File: config.mk
export PLATFORM = sky130hd
export DESIGN_NAME = ptw_walker
export DESIGN_NICKNAME = d
export VERILOG_FILES = /design/src/rtl/ptw_pkg.sv /design/src/rtl/ptw_index_gen.sv /design/src/rtl/ptw_entry_decode.sv /design/src/rtl/ptw_walker.sv
export SDC_FILE = /design/constraint.sdc
export NUM_CORES = 1
export LEC_CHECK = 0
export BUFFER_PORTS_ARGS = -buffer_cell sky130_fd_sc_hd__buf_2
export CAP_MARGIN = 10
export CORE_MARGIN = 8
export CORE_UTILIZATION = 25
export CTS_CLUSTER_SIZE = 24
export DETAILED_ROUTE_END_ITERATION = 8
export HOLD_SLACK_MARGIN = 0.03
export PLACE_DENSITY_LB_ADDON = 0.15
export SETUP_SLACK_MARGIN = 0.15
export SLEW_MARGIN = 40
export SYNTH_ARGS = -nofsm -noshare
export SYNTH_HDL_FRONTEND = slang
export SYNTH_SLANG_ARGS = --single-unit
File: constraint.sdc
create_clock -name clk_i -period 5.03 [get_ports clk_i]
set_clock_uncertainty 0.2 [all_clocks]
set_input_delay 0.503 -clock clk_i [delete_from_list [all_inputs] [get_ports clk_i]]
set_output_delay 0.503 -clock clk_i [all_outputs]
set_load 0.01 [all_outputs]
File: src/rtl/ptw_pkg.sv
package ptw_pkg;
  localparam int VA_W      = 32;
  localparam int PA_W      = 36;
  localparam int ENT_W     = 32;
  localparam int PAGE_BITS = 12;
  localparam int L3_BITS   = 6;
  localparam int L2_BITS   = 6;
  localparam int L1_BITS   = 8;
  localparam int L2_LSB    = PAGE_BITS + L3_BITS;
  localparam int L1_LSB    = L2_LSB + L2_BITS;
  localparam int TBL_ALIGN = 6;
  localparam int ENT_LOG   = 2;

  typedef enum logic [1:0] {
    ET_INV = 2'd0,
    ET_PTD = 2'd1,
    ET_PTE = 2'd2,
    ET_RSV = 2'd3
  } etype_e;

  typedef enum logic [2:0] {
    FT_NONE  = 3'd0,
    FT_INV   = 3'd1,
    FT_TRANS = 3'd4,
    FT_BUS   = 3'd5
  } fault_e;

  typedef enum logic [1:0] {
    S_IDLE,
    S_ISSUE,
    S_WAIT,
    S_RESP
  } state_e;

  localparam logic [1:0] OP_XLATE = 2'b00;
  localparam logic [1:0] OP_PROBE = 2'b01;

  // unmapped offset width of a leaf at a level
  function automatic int off_bits(input int lvl);
    case (lvl)
      1:       return L1_LSB;
      2:       return L2_LSB;
      default: return PAGE_BITS;
    endcase
  endfunction
endpackage

File: src/rtl/ptw_index_gen.sv
module ptw_index_gen
  import ptw_pkg::*;
#(
  parameter int CTX_W = 8
) (
  input  logic [1:0]       level_i,
  input  logic [PA_W-1:0]  base_i,
  input  logic [VA_W-1:0]  vaddr_i,
  input  logic [CTX_W-1:0] ctx_i,
  output logic [PA_W-1:0]  addr_o
);
  logic [PA_W-1:0] idx;

  always_comb begin
    case (level_i)
      2'd0:    idx = PA_W'(ctx_i);
      2'd1:    idx = PA_W'(vaddr_i[L1_LSB +: L1_BITS]);
      2'd2:    idx = PA_W'(vaddr_i[L2_LSB +: L2_BITS]);
      default: idx = PA_W'(vaddr_i[PAGE_BITS +: L3_BITS]);
    endcase
  end

  assign addr_o = base_i + (idx << ENT_LOG);
endmodule

File: src/rtl/ptw_entry_decode.sv
module ptw_entry_decode
  import ptw_pkg::*;
(
  input  logic [ENT_W-1:0] entry_i,
  input  logic [1:0]       level_i,
  input  logic [VA_W-1:0]  vaddr_i,
  output etype_e           etype_o,
  output logic [PA_W-1:0]  next_base_o,
  output logic [PA_W-1:0]  leaf_pa_o
);
  localparam int PPN_W = PA_W - PAGE_BITS;

  logic [PA_W-1:0] page;
  logic [PA_W-1:0] va_ext;
  logic [PA_W-1:0] pa_lvl [4];

  assign etype_o     = etype_e'(entry_i[1:0]);
  assign next_base_o = {entry_i[ENT_W-1:2], TBL_ALIGN'(0)};
  assign page        = {entry_i[ENT_W-1 -: PPN_W], PAGE_BITS'(0)};
  assign va_ext      = PA_W'(vaddr_i);
  assign pa_lvl[0]   = '0;

  for (genvar g = 1; g < 4; g++) begin : g_lvl
    localparam int OW = off_bits(g);
    assign pa_lvl[g] = {page[PA_W-1:OW], va_ext[OW-1:0]};
  end

  assign leaf_pa_o = pa_lvl[level_i];
endmodule

File: src/rtl/ptw_walker.sv
module ptw_walker
  import ptw_pkg::*;
#(
  parameter int CTX_W = 8
) (
  input  logic             clk_i,
  input  logic             rst_ni,
  input  logic             en_i,
  input  logic [31:0]      ctp_i,
  input  logic             req_valid_i,
  input  logic [1:0]       req_op_i,
  input  logic [31:0]      req_vaddr_i,
  input  logic [CTX_W-1:0] req_ctx_i,
  input  logic [2:0]       req_at_i,
  output logic             busy_o,
  output logic             mem_req_o,
  output logic [35:0]      mem_addr_o,
  input  logic             mem_rvalid_i,
  input  logic             mem_err_i,
  input  logic [31:0]      mem_rdata_i,
  output logic             done_o,
  output logic             tlb_flush_o,
  output logic [35:0]      paddr_o,
  output logic [31:0]      pte_o,
  output logic [1:0]       level_o,
  output logic             fault_o,
  output logic [2:0]       fault_type_o,
  output logic [1:0]       fault_level_o,
  output logic [2:0]       fault_at_o
);
  state_e           state_q;
  logic [1:0]       lvl_q;
  logic [PA_W-1:0]  base_q;
  logic [VA_W-1:0]  va_q;
  logic [CTX_W-1:0] ctx_q;
  logic [2:0]       at_q;
  logic [1:0]       op_q;
  logic [PA_W-1:0] res_pa_q;
  logic [ENT_W-1:0] res_pte_q;
  logic [1:0]       res_lvl_q;
  logic             res_flt_q;
  fault_e           res_ft_q;
  logic [1:0]       res_fl_q;

  etype_e          etype;
  logic [PA_W-1:0] next_base;
  logic [PA_W-1:0] leaf_pa;
  logic            is_probe;

  ptw_index_gen #(.CTX_W(CTX_W)) u_index (
    .level_i (lvl_q),
    .base_i  (base_q),
    .vaddr_i (va_q),
    .ctx_i   (ctx_q),
    .addr_o  (mem_addr_o)
  );

  ptw_entry_decode u_decode (
    .entry_i     (mem_rdata_i),
    .level_i     (lvl_q),
    .vaddr_i     (va_q),
    .etype_o     (etype),
    .next_base_o (next_base),
    .leaf_pa_o   (leaf_pa)
  );

  assign is_probe = (op_q == OP_PROBE);

  always_ff @(posedge clk_i or negedge rst_ni) begin
    if (!rst_ni) begin
      state_q   <= S_IDLE;
      lvl_q     <= '0;
      base_q    <= '0;
      va_q      <= '0;
      ctx_q     <= '0;
      at_q      <= '0;
      op_q      <= OP_XLATE;
      res_pa_q  <= '0;
      res_pte_q <= '0;
      res_lvl_q <= '0;
      res_flt_q <= 1'b0;
      res_ft_q  <= FT_NONE;
      res_fl_q  <= '0;
    end else begin
      case (state_q)
        S_IDLE: begin
          if (req_valid_i) begin
            va_q      <= req_vaddr_i;
            ctx_q     <= req_ctx_i;
            at_q      <= req_at_i;
            op_q      <= req_op_i;
            lvl_q     <= '0;
            base_q    <= {ctp_i[31:2], TBL_ALIGN'(0)};
            res_pa_q  <= '0;
            res_pte_q <= '0;
            res_lvl_q <= '0;
            res_flt_q <= 1'b0;
            res_ft_q  <= FT_NONE;
            res_fl_q  <= '0;
            if (req_op_i[1]) begin
              state_q <= S_RESP;
            end else if (req_op_i == OP_XLATE && !en_i) begin
              res_pa_q <= PA_W'(req_vaddr_i);
              state_q  <= S_RESP;
            end else begin
              state_q <= S_ISSUE;
            end
          end
        end
        S_ISSUE: state_q <= S_WAIT;
        S_WAIT: begin
          if (mem_rvalid_i) begin
            state_q <= S_RESP;
            if (mem_err_i) begin
              res_flt_q <= !is_probe;
              res_ft_q  <= is_probe ? FT_NONE : FT_BUS;
              res_fl_q  <= is_probe ? 2'd0 : lvl_q;
            end else begin
              case (etype)
                ET_PTD: begin
                  if (lvl_q == 2'd3) begin
                    res_flt_q <= !is_probe;
                    res_ft_q  <= is_probe ? FT_NONE : FT_TRANS;
                    res_fl_q  <= is_probe ? 2'd0 : lvl_q;
                  end else begin
                    base_q  <= next_base;
                    lvl_q   <= lvl_q + 2'd1;
                    state_q <= S_ISSUE;
                  end
                end
                ET_PTE: begin
                  if (lvl_q == 2'd0) begin
                    res_flt_q <= !is_probe;
                    res_ft_q  <= is_probe ? FT_NONE : FT_TRANS;
                    res_fl_q  <= '0;
                  end else begin
                    res_pte_q <= mem_rdata_i;
                    res_pa_q  <= leaf_pa;
                    res_lvl_q <= lvl_q;
                  end
                end
                ET_INV: begin
                  res_flt_q <= !is_probe;
                  res_ft_q  <= is_probe ? FT_NONE : FT_INV;
                  res_fl_q  <= is_probe ? 2'd0 : lvl_q;
                end
                default: begin
                  res_flt_q <= !is_probe;
                  res_ft_q  <= is_probe ? FT_NONE : FT_TRANS;
                  res_fl_q  <= is_probe ? 2'd0 : lvl_q;
                end
              endcase
            end
          end
        end
        default: state_q <= S_IDLE;
      endcase
    end
  end

  assign busy_o        = (state_q != S_IDLE);
  assign mem_req_o     = (state_q == S_ISSUE);
  assign done_o        = (state_q == S_RESP);
  assign tlb_flush_o   = done_o && op_q[1];
  assign paddr_o       = res_pa_q;
  assign pte_o         = res_pte_q;
  assign level_o       = res_lvl_q;
  assign fault_o       = done_o && res_flt_q;
  assign fault_type_o  = res_ft_q;
  assign fault_level_o = res_fl_q;
  assign fault_at_o    = res_flt_q ? at_q : 3'd0;

  a_r11_single_read: assert property (@(posedge clk_i) disable iff (!rst_ni)
    mem_req_o |=> !mem_req_o);

  a_r11_done_pulse: assert property (@(posedge clk_i) disable iff (!rst_ni)
    done_o |=> !done_o);

  a_r1_no_read_disabled: assert property (@(posedge clk_i) disable iff (!rst_ni)
    (!busy_o && req_valid_i && !en_i && req_op_i == OP_XLATE) |=> (done_o && !mem_req_o));

  a_r10_flush_no_read: assert property (@(posedge clk_i) disable iff (!rst_ni)
    (!busy_o && req_valid_i && req_op_i[1]) |=> (tlb_flush_o && !mem_req_o));

  a_r9_probe_no_fault: assert property (@(posedge clk_i) disable iff (!rst_ni)
    (done_o && is_probe) |-> !fault_o);

  a_r5_fault_coded: assert property (@(posedge clk_i) disable iff (!rst_ni)
    fault_o |-> (fault_type_o != 3'd0 && pte_o == '0));

  a_r4_leaf_level: assert property (@(posedge clk_i) disable iff (!rst_ni)
    (done_o && pte_o[1:0] == 2'b10) |-> (level_o != 2'd0 && !fault_o));
endmodule

# Word level (Yosys, flattened, before mapping)
# Cells that the tools add are included.
[totals]
ff_bits = 161
output_inout_bits = 119
[classes]
addsub = 2
order_cmp = 1
n_eq_ne = 18
mux = 68
n_bitwise = 1
reduce_logical = 16
[ops]
columns = ["operator", "count"]
rows = [
  ["36-bit 2-to-1 mux", 12],
  ["32-bit 2-to-1 mux", 7],
  ["36-bit case mux with 2 select lines", 2],
  ["36-bit binary-select mux with 2-bit select", 1],
  ["32-bit case mux with 2 select lines", 1],
  ["2-bit 2-to-1 mux", 21],
  ["36-bit by 10-bit adder with 36-bit output", 1],
  ["3-bit 2-to-1 mux", 8],
  ["8-bit case mux with 3 select lines", 1],
  ["2-bit case mux with 2 select lines", 4],
  ["2-bit != test, second input constant", 6],
  ["6-bit AND reduction", 2],
  ["2-bit equality test, second input constant", 5],
  ["3-bit case mux with 3 select lines", 1],
  ["2-bit by 1-bit equality test with 1-bit output, second input constant", 4],
  ["2-bit logical NOT", 4],
  ["4-bit != test, second input constant", 2],
  ["1-bit 2-to-1 mux", 6],
  ["2-bit case mux with 3 select lines", 1],
  ["3-bit case mux with 2 select lines", 1],
  ["5-bit AND reduction", 1],
  ["1-bit case mux with 2 select lines", 2],
  ["2-bit AND reduction", 2],
  ["2-bit nonzero test", 2],
  ["other kinds (6)", 9],
]

# Logic depth before layout (Yosys ltp)
# Gate-level depths: netlist (run 1).
[logic_depth]
word_depth = 9
depth_mapped = 15
ltp_nobuf = 11

# Modules after synthesis
# A second synthesis (run 1) with hierarchy kept.
[hier_totals]
hier_cells = 882
area_unflattened_um2 = 8607.0
[modules_own_cells]
columns = ["module", "instances", "cells_each", "area_per_inst_um2"]
rows = [
  ["ptw_walker", 1, 655, 6705.2],
  ["ptw_index_gen", 1, 139, 1232.4],
  ["ptw_entry_decode", 1, 88, 669.4],
]

# Least setup slack after synthesis (run 1)
# OpenSTA, ideal clock, no wires.
[synth_path]
path_type = "register -> output"
startpoint = "reg lvl_q[1]"
endpoint = "out mem_addr_o[32]"
t_arrival_ns = 3.180
path_slack_ns = 1.147
stages_incl_launch_ff = 16
path_buffers = 4
path_cell_list = "dfrtp_1 > clkbuf_1 > clkbuf_1 > inv_1 > ha_1 > clkbuf_1 > a222oi_1 > mux2i_1 > ha_1 > inv_1 > fa_1 > nand2b_1 > a211oi_1 > clkbuf_1 > nand4_1 > xnor2_1"
[synth_via]
elab_chain_len = 3
word_cells_on_any_way = 5
classes_between = "add/sub: 1; eq/ne: 2; mux: 1; reduce/logical: 1"
[synth_rtl]
columns = ["item", "line_no", "text"]
rows = [
  ["start, declared", "ptw_walker.sv:32", "logic [1:0] lvl_q;"],
  ["start signal, assigned", "ptw_walker.sv:127", "lvl_q <= lvl_q + 2'd1;"],
  ["2-bit equality test, or another cell as far along", "ptw_index_gen.sv:15", "case (level_i)"],
  ["8-bit case mux with 3 select lines (*)", "ptw_index_gen.sv:15", ""],
  ["36-bit by 10-bit adder with 36-bit output (*)", "ptw_index_gen.sv:23", "assign addr_o = base_i + (idx << ENT_LOG);"],
  ["end, declared", "ptw_walker.sv:17", "output logic [35:0] mem_addr_o,"],
]
# Mark *: on every way between the ends. The rest lies on a longest branch, timed or not.

# Final worst setup path (run 1)
[layout_path]
startpoint = "reg lvl_q[1]"
endpoint = "out mem_addr_o[34]"
# Same word-level chain as after synthesis.

==> out/qor.txt, run 1 <==
Post-synthesis sequential area ratio: 0.519
Slew Limit Fails: 0
Slew margin rel.: 0.473
DRT iter0 DRCs: 334
Drt pass-1 iters: 4
Outcome: finished clean
Pre-CTS setup slack: 0.863 ns
Data required time of the worst path: 4.33 ns
Vias/cell: 4.54
PnR worst setup slack: 0.514 ns
Pleak: 4.48 nW
Grt ovf: 0
Worst-path clk slew: 0.07 ns
Final std cell area, no fill: 0.00962 sq mm
Final setup viols: 0
Share of post-route cells with drive strength above 1: 0.330
Placed cell areas: 0.00901 sq mm
Cell taking the most area after synthesis: dfrtp_1
Std-Cell Core Area: 0.0294 sq mm
Clock tree sinks: 154
Top post-synthesis cells by area: dfrtp_1, nand2_1, mux2_2
RePlAce Congestion: 0.740
Port Buffers: 228
Fin. Hold Viols: 0
Io pins: 234
Number of global-route vias before repair: 6,596
Avg Inst Size Synth: 9.78 sq um
Cts bufs inserted: 17
Initial antenna violation count: 12
Seq pwr share: 0.338
Synthesized flop and latch total: 154
Fraction of registers with async set/reset: 1.00
Area growth from synthesis to layout: 29.7%
Switch share: 0.427
FMAX: 221 MHz
Worst-skew pair later-pin latency: 0.42 ns
Pint: 3.85 mW
Routed vias: 6,242
RR Startpoint: lvl_q[0]$_DFFE_PN0P_
Post-CTS resize count: 0
Most common cell in the netlist: nand2_1
Worst-Margin Slew: 0.787 ns
GRT Overall Usage: 0.147
Commonest cells post-synth: nand2_1, dfrtp_1, o21ai_0
First-pass GRT wire length: 40.6 mm
DIE AREA: 0.0355 sq mm
Combinational power share: 0.463
RSZ-0062 raised after global routing: false
Crit path DAT: 3.81 ns
Clock Path Buffers: 2
WS Path Type: reg -> out
Finished Core Util: 0.327
Routed WL per cell: 19.2 microns
Crit. Startpoint: lvl_q[1]$_DFFE_PN0P_
Max Cap Violations: 0
Yosys cell types: 51
Endpoint type of the worst setup path: output port
Worst Hold Class: in -> reg
Top cell type's share of synthesized area: 0.519
Setup TNS: 0 ns
Final period util: 0.898
Min-delay src: req_at_i[1]
Peak supply drop: 0.266 mV
Max FO, Critical Path: 23
Psw: 2.87 mW
Synth Flop Type: dfrtp_1
CTS tree: built
Final #Nets: 1,093
H-Tree Depth: 4
Final ANT Viol Nets: 0
DRC viols: 0
Power per standard cell area: 698 mW/mm^2
Root buf cell: clkbuf_16
Post-Syn Area: 0.00742 sq mm
Total Routed Length: 26.3 mm
Fin crit period: 4.52 ns
Mapped Cells: 759
Post-synth EDFFs: 0
Die X: 188 microns
Row count: 63
CP Launch Type: register
Pin count of the biggest net entering global routing: 107
Clock power frac: 0.199
Initial Utilization: 0.252
Synth Warn #: 0
HPWL Detailed: 19.9 mm
Die Y: 188 microns
==> kinds of logic (layout without fill, tap and decap cells) <==
| kind of cell | count (synthesis) | after routing | share of synthesized area |
|---|---|---|---|
| XOR/XNOR | 28 | 28 | 0.0330 |
| adder cells (fa/ha/maj) | 9 | 9 | 0.0162 |
| AO/OA/AOI/OAI | 181 | 181 | 0.154 |
| flip-flops | 154 | 154 | 0.519 |
| AND/OR/NAND/NOR | 266 | 266 | 0.159 |
| buffers and inverters | 70 | 291 | 0.0433 |
| other | 1 | 5 | 0.000505 |
| multiplexers | 50 | 50 | 0.0742 |
==> timing repair <==
item	4_1_cts	5_1_grt
hold endpoints to repair	74	0
buffers inserted	0	0
hold buffers	1	0
==> worst max-delay path, cell delays in order, from the launching register on <==
cell and delay (ns):
dfrtp_1 0.45, buf_4 0.32, ha_1 0.35, a222oi_1 0.16
mux2i_1 0.33, ha_1 0.25, inv_1 0.06, fa_1 0.40
nand2b_1 0.20, a211oi_1 0.21, buf_4 0.22, nand4_1 0.12
xnor2_1 0.18, buf_2 0.16
==> final timing paths <==
check                                          end  slack (ns)  cells after the start
max                                 mem_addr_o[34]        0.51                     13
min                            at_q[1]$_DFFE_PN0P_        0.11                      2
max reg2reg                 base_q[19]$_DFFE_PN0P_        1.95                      7
min reg2reg                   pte_o[7]$_DFFE_PN0P_        0.27                      2
max in group asynchronous    pte_o[31]$_DFFE_PN0P_        3.42                      4
min in group asynchronous  paddr_o[11]$_DFFE_PN0P_        0.21                      2
==> power by group through the flow <==
stage / Clock [mW] / Combinational, mW / Sequential, mW
after global routing: 1.43 / 3.49 / 2.36
after detailed placement: 0 / 3.19 / 2.30
final: 1.33 / 3.11 / 2.27
after CTS: 1.39 / 3.20 / 2.28
after global placement: 0 / 3.13 / 2.30
after floorplan: 0 / 1.87 / 2.27
==> metrics by stage <==
step	std cells	hold slack, ns	power [mW]
3_3_place_gp	1336	0.0892	5.43
4_1_cts	1372	0.0825	6.87
3_5_place_dp	1339	0.0892	5.50
2_1_floorplan	761	0.00741	4.14
5_1_grt	1374	0.0880	7.28
6_report	1374	0.111	6.72
==> registers in the layout (all words and copies together) (netlist names), 3 cells and up <==
signal and flops:
va_q 32, paddr_o 36, pte_o 32, base_q 30, ctx_q 8, at_q 3
==> cells in the final DEF (no fill, tap or decap), types with 4 or more instances in the layout <==
cell       netlist  layout
buf_2           11     227
clkbuf_16        0      17
nand3_1         11      11
nor3_1           4       4
dfrtp_1        154     154
nand3b_1         5       5
o31ai_1          6       6
nor2_1          43      42
o21ai_0         78      78
o21ai_1          7       7
buf_4            4      10
a222oi_1         5       5
and3_1           4       4
nand4_1          7       7
ha_1             8       8
a2bb2oi_1        4       4
nand2b_1         4       4
a31oi_1         30      30
a22oi_1         32      32
xnor2_1         16      16
and2_1           6       6
xor2_1          12      12
nand2_1        160     160
nor4_1           6       6
a22o_1           4       4
inv_1           15      15
mux2i_1         10      10
mux2_2          40      40
==> per-layer routing <==
metal	global-route usage	part of all wire	vias to the layer above
li1	-	-	3070
met1	0.192	0.47	2967
met2	0.225	0.44	158
met3	0.0604	0.075	27
met4	0.0325	0.0060	20
met5	0	0.0044	-
==> cell type report <==
class	count	area (sq um)
Clock buffer	20	467
Clock inverter	12	135
Sequential cell	154	3850
Antenna cell	2	5.00
Tap cell	390	488
Inverter	15	56.3
Multi-Input combinational cell	537	3290
Fill cell	3136	19800
Timing Repair Buffer	244	1330
Power figures use the tool's default switching activity.
==> inputs of run 2 (changes only) <==
- BUFFER_PORTS_ARGS: -buffer_cell sky130_fd_sc_hd__buf_2 -> -buffer_cell sky130_fd_sc_hd__clkbuf_2
==> run 2 against run 1 <==
Utilization decreased by 0.37 points. Global-route usage rose by 0.11 points. Die area is the same. Sequential power about the same. Wire length shrank 0.52%. Worst hold slack is essentially flat. First-iteration DRC count up 2.7%. Sequential share of layout area rose by 0.46 points. Via count increased by 0.59%. Largest power group unchanged.
==> out/qor.txt, run 2 (synthesis gave the netlist of run 1 again) <==
Outcome: finished clean
Diode count: 0 (-2)
H-Tree Depth: 4 (unchanged)
Data required time of the worst path: 4.33 ns (about the same)
GRT Overall Usage: 0.148 (+0.00107)
Area growth from synthesis to layout: 28.2%
Sequential cell area: 0.00385 sq mm (unchanged)
Slew Limit Fails: 0 (unchanged)
Die Y: 188 microns (unchanged)
Pre-CTS setup slack: 0.914 ns (+0.0506 ns)
DIE AREA: 0.0355 sq mm (unchanged)
Final setup viols: 0 (unchanged)
Max Cap Violations: 0 (unchanged)
CP Launch Type: register
Area of the multi-input gates: 0.00329 sq mm (unchanged)
Max FO, Critical Path: 23 (unchanged)
Peak supply drop: 0.241 mV (-9.3%)
Final std cell area, no fill: 0.00951 sq mm (-1.1%)
First-pass GRT wire length: 40.9 mm (+0.85%)
Share of post-route cells with drive strength above 1: 0.324 (-0.00545)
Initial Utilization: 0.252 (unchanged)
Initial antenna violation count: 3 (-9)
Post-CTS resize count: 0 (unchanged)
Routed vias: 6,279 (+0.59%)
Pwr Total: 6.66 mW (-0.94%)
Clock tree sinks: 154 (unchanged)
Power per standard cell area: 700 mW/mm^2 (+0.21%)
RSZ-0062 raised after global routing: false
Clock Path Buffers: 2 (unchanged)
Setup bufs post-CTS: 0 (unchanged)
Setup TNS: 0 ns (unchanged)
WS Path Type: reg -> out
FMAX: 221 MHz (-0.36%)
Placed cell areas: 0.00893 sq mm (-0.83%)
Largest register FFs: 36 (unchanged)
Worst Hold Class: in -> reg
Worst-Margin Slew: 0.740 ns (-0.0477 ns)
Hold Buf Count CTS: 1 (unchanged)
Fin crit period: 4.53 ns (+0.0162 ns)
Io pins: 234 (unchanged)
DRT iter0 DRCs: 343 (+2.7%)
Final period util: 0.901 (+0.00322)
Highest-count cells in the layout ignoring fill and taps: clkbuf_2, nand2_1, dfrtp_1, o21ai_0, nor2_1
Die X: 188 microns (unchanged)
Placed Instances: 1,337 (-0.15%)
Grt ovf: 0 (unchanged)
Slew margin rel.: 0.502 (+0.0292)
Std-Cell Core Area: 0.0294 sq mm (unchanged)
HPWL Detailed: 19.9 mm (about the same)
Fin cells: 1,370 (-0.29%)
Commonest non-fill, non-tap cell in the layout: clkbuf_2
Worst-path clk slew: 0.07 ns (about the same)
PnR worst setup slack: 0.497 ns (-0.0162 ns)
Pin count of the biggest net entering global routing: 107 (unchanged)
Number of global-route vias before repair: 6,568 (-0.42%)
Pleak: 4.40 nW (-1.8%)
Final #Nets: 1,091 (-0.18%)
Row count: 63 (unchanged)
Drt pass-1 iters: 6 (+2)
Routed WL per cell: 19.1 microns (-0.23%)
CTS tree: built
Worst-skew pair later-pin latency: 0.42 ns (about the same)
Vias/cell: 4.58 (+0.89%)
Fillers: 3,140 (+0.13%)
Crit path DAT: 3.83 ns (+0.02 ns)
Fin. Hold Viols: 0 (unchanged)
RePlAce Congestion: 0.726 (-1.8%)
DRC viols: 0 (unchanged)
Final ANT Viol Nets: 0 (unchanged)
Root buf cell: clkbuf_16
R2r setup slk: 1.92 ns (-0.03 ns)
Endpoint type of the worst setup path: output port
Port Buffers: 228 (unchanged)
Cts bufs inserted: 17 (unchanged)
Total Routed Length: 26.2 mm (-0.52%)
==> run 2: final timing paths <==
| path | from | endpoint | cells after the start |
|---|---|---|---|
| worst min register to register | level_o[0]$_DFFE_PN0P_ | level_o[0]$_DFFE_PN0P_ | 2 |
| worst min-delay path | ctp_i[7] | base_q[11]$_DFFE_PN0P_ | 3 |
| min in group asynchronous | rst_ni | paddr_o[11]$_DFFE_PN0P_ | 2 |
| max in group asynchronous | rst_ni | pte_o[2]$_DFFE_PN0P_ | 3 |
| worst max-delay path | lvl_q[1]$_DFFE_PN0P_ | mem_addr_o[27] | 12 |
| worst max register to register | lvl_q[0]$_DFFE_PN0P_ | base_q[15]$_DFFE_PN0P_ | 7 |
==> run 2: per-stage QoR <==
step | util | hold WS (ns)
CTS | 0.324 | 0.0879
global placement | 0.304 | 0.262
detailed placement | 0.304 | 0.271
finish | 0.324 | 0.111
global route | 0.324 | 0.0903
floorplan | - | 0.00741
==> run 2: layer usage <==
layer  global-route usage  up-vias  wire length (microns)
met4               0.0244        6                    133
met3               0.0617       12                   2270
met2                0.229      175                  11700
met5                    0        -                     41
met1                0.194     3014                  12100
li1                     -     3072                      -
==> run 2: final cells by class <==
class | instances | area share
well taps | 390 | 0.0513
flip-flops and latches | 154 | 0.405
multi-input cells | 537 | 0.345
repair buffers | 242 | 0.132
inverters | 15 | 0.00592
clock buffers | 22 | 0.0477
clock inverters | 10 | 0.0124
==> run 2: worst max-delay path, cell delays in order (launching register included) <==
cell       delay [ns]
dfrtp_1          0.45
buf_4            0.25
ha_1             0.30
a22oi_1          0.22
nand2_1          0.09
mux2_2           0.31
ha_1             0.29
a21oi_1          0.21
a2bb2oi_1        0.60
buf_4            0.29
nor3_1           0.07
xor2_1           0.17
clkbuf_2         0.16
==> run 2: report_power, final <==
group	internal [mW]	total, mW	switching, mW
Combinational	1.22	3.08	1.86
Clock	0.747	1.29	0.546
Sequential	1.82	2.29	0.467
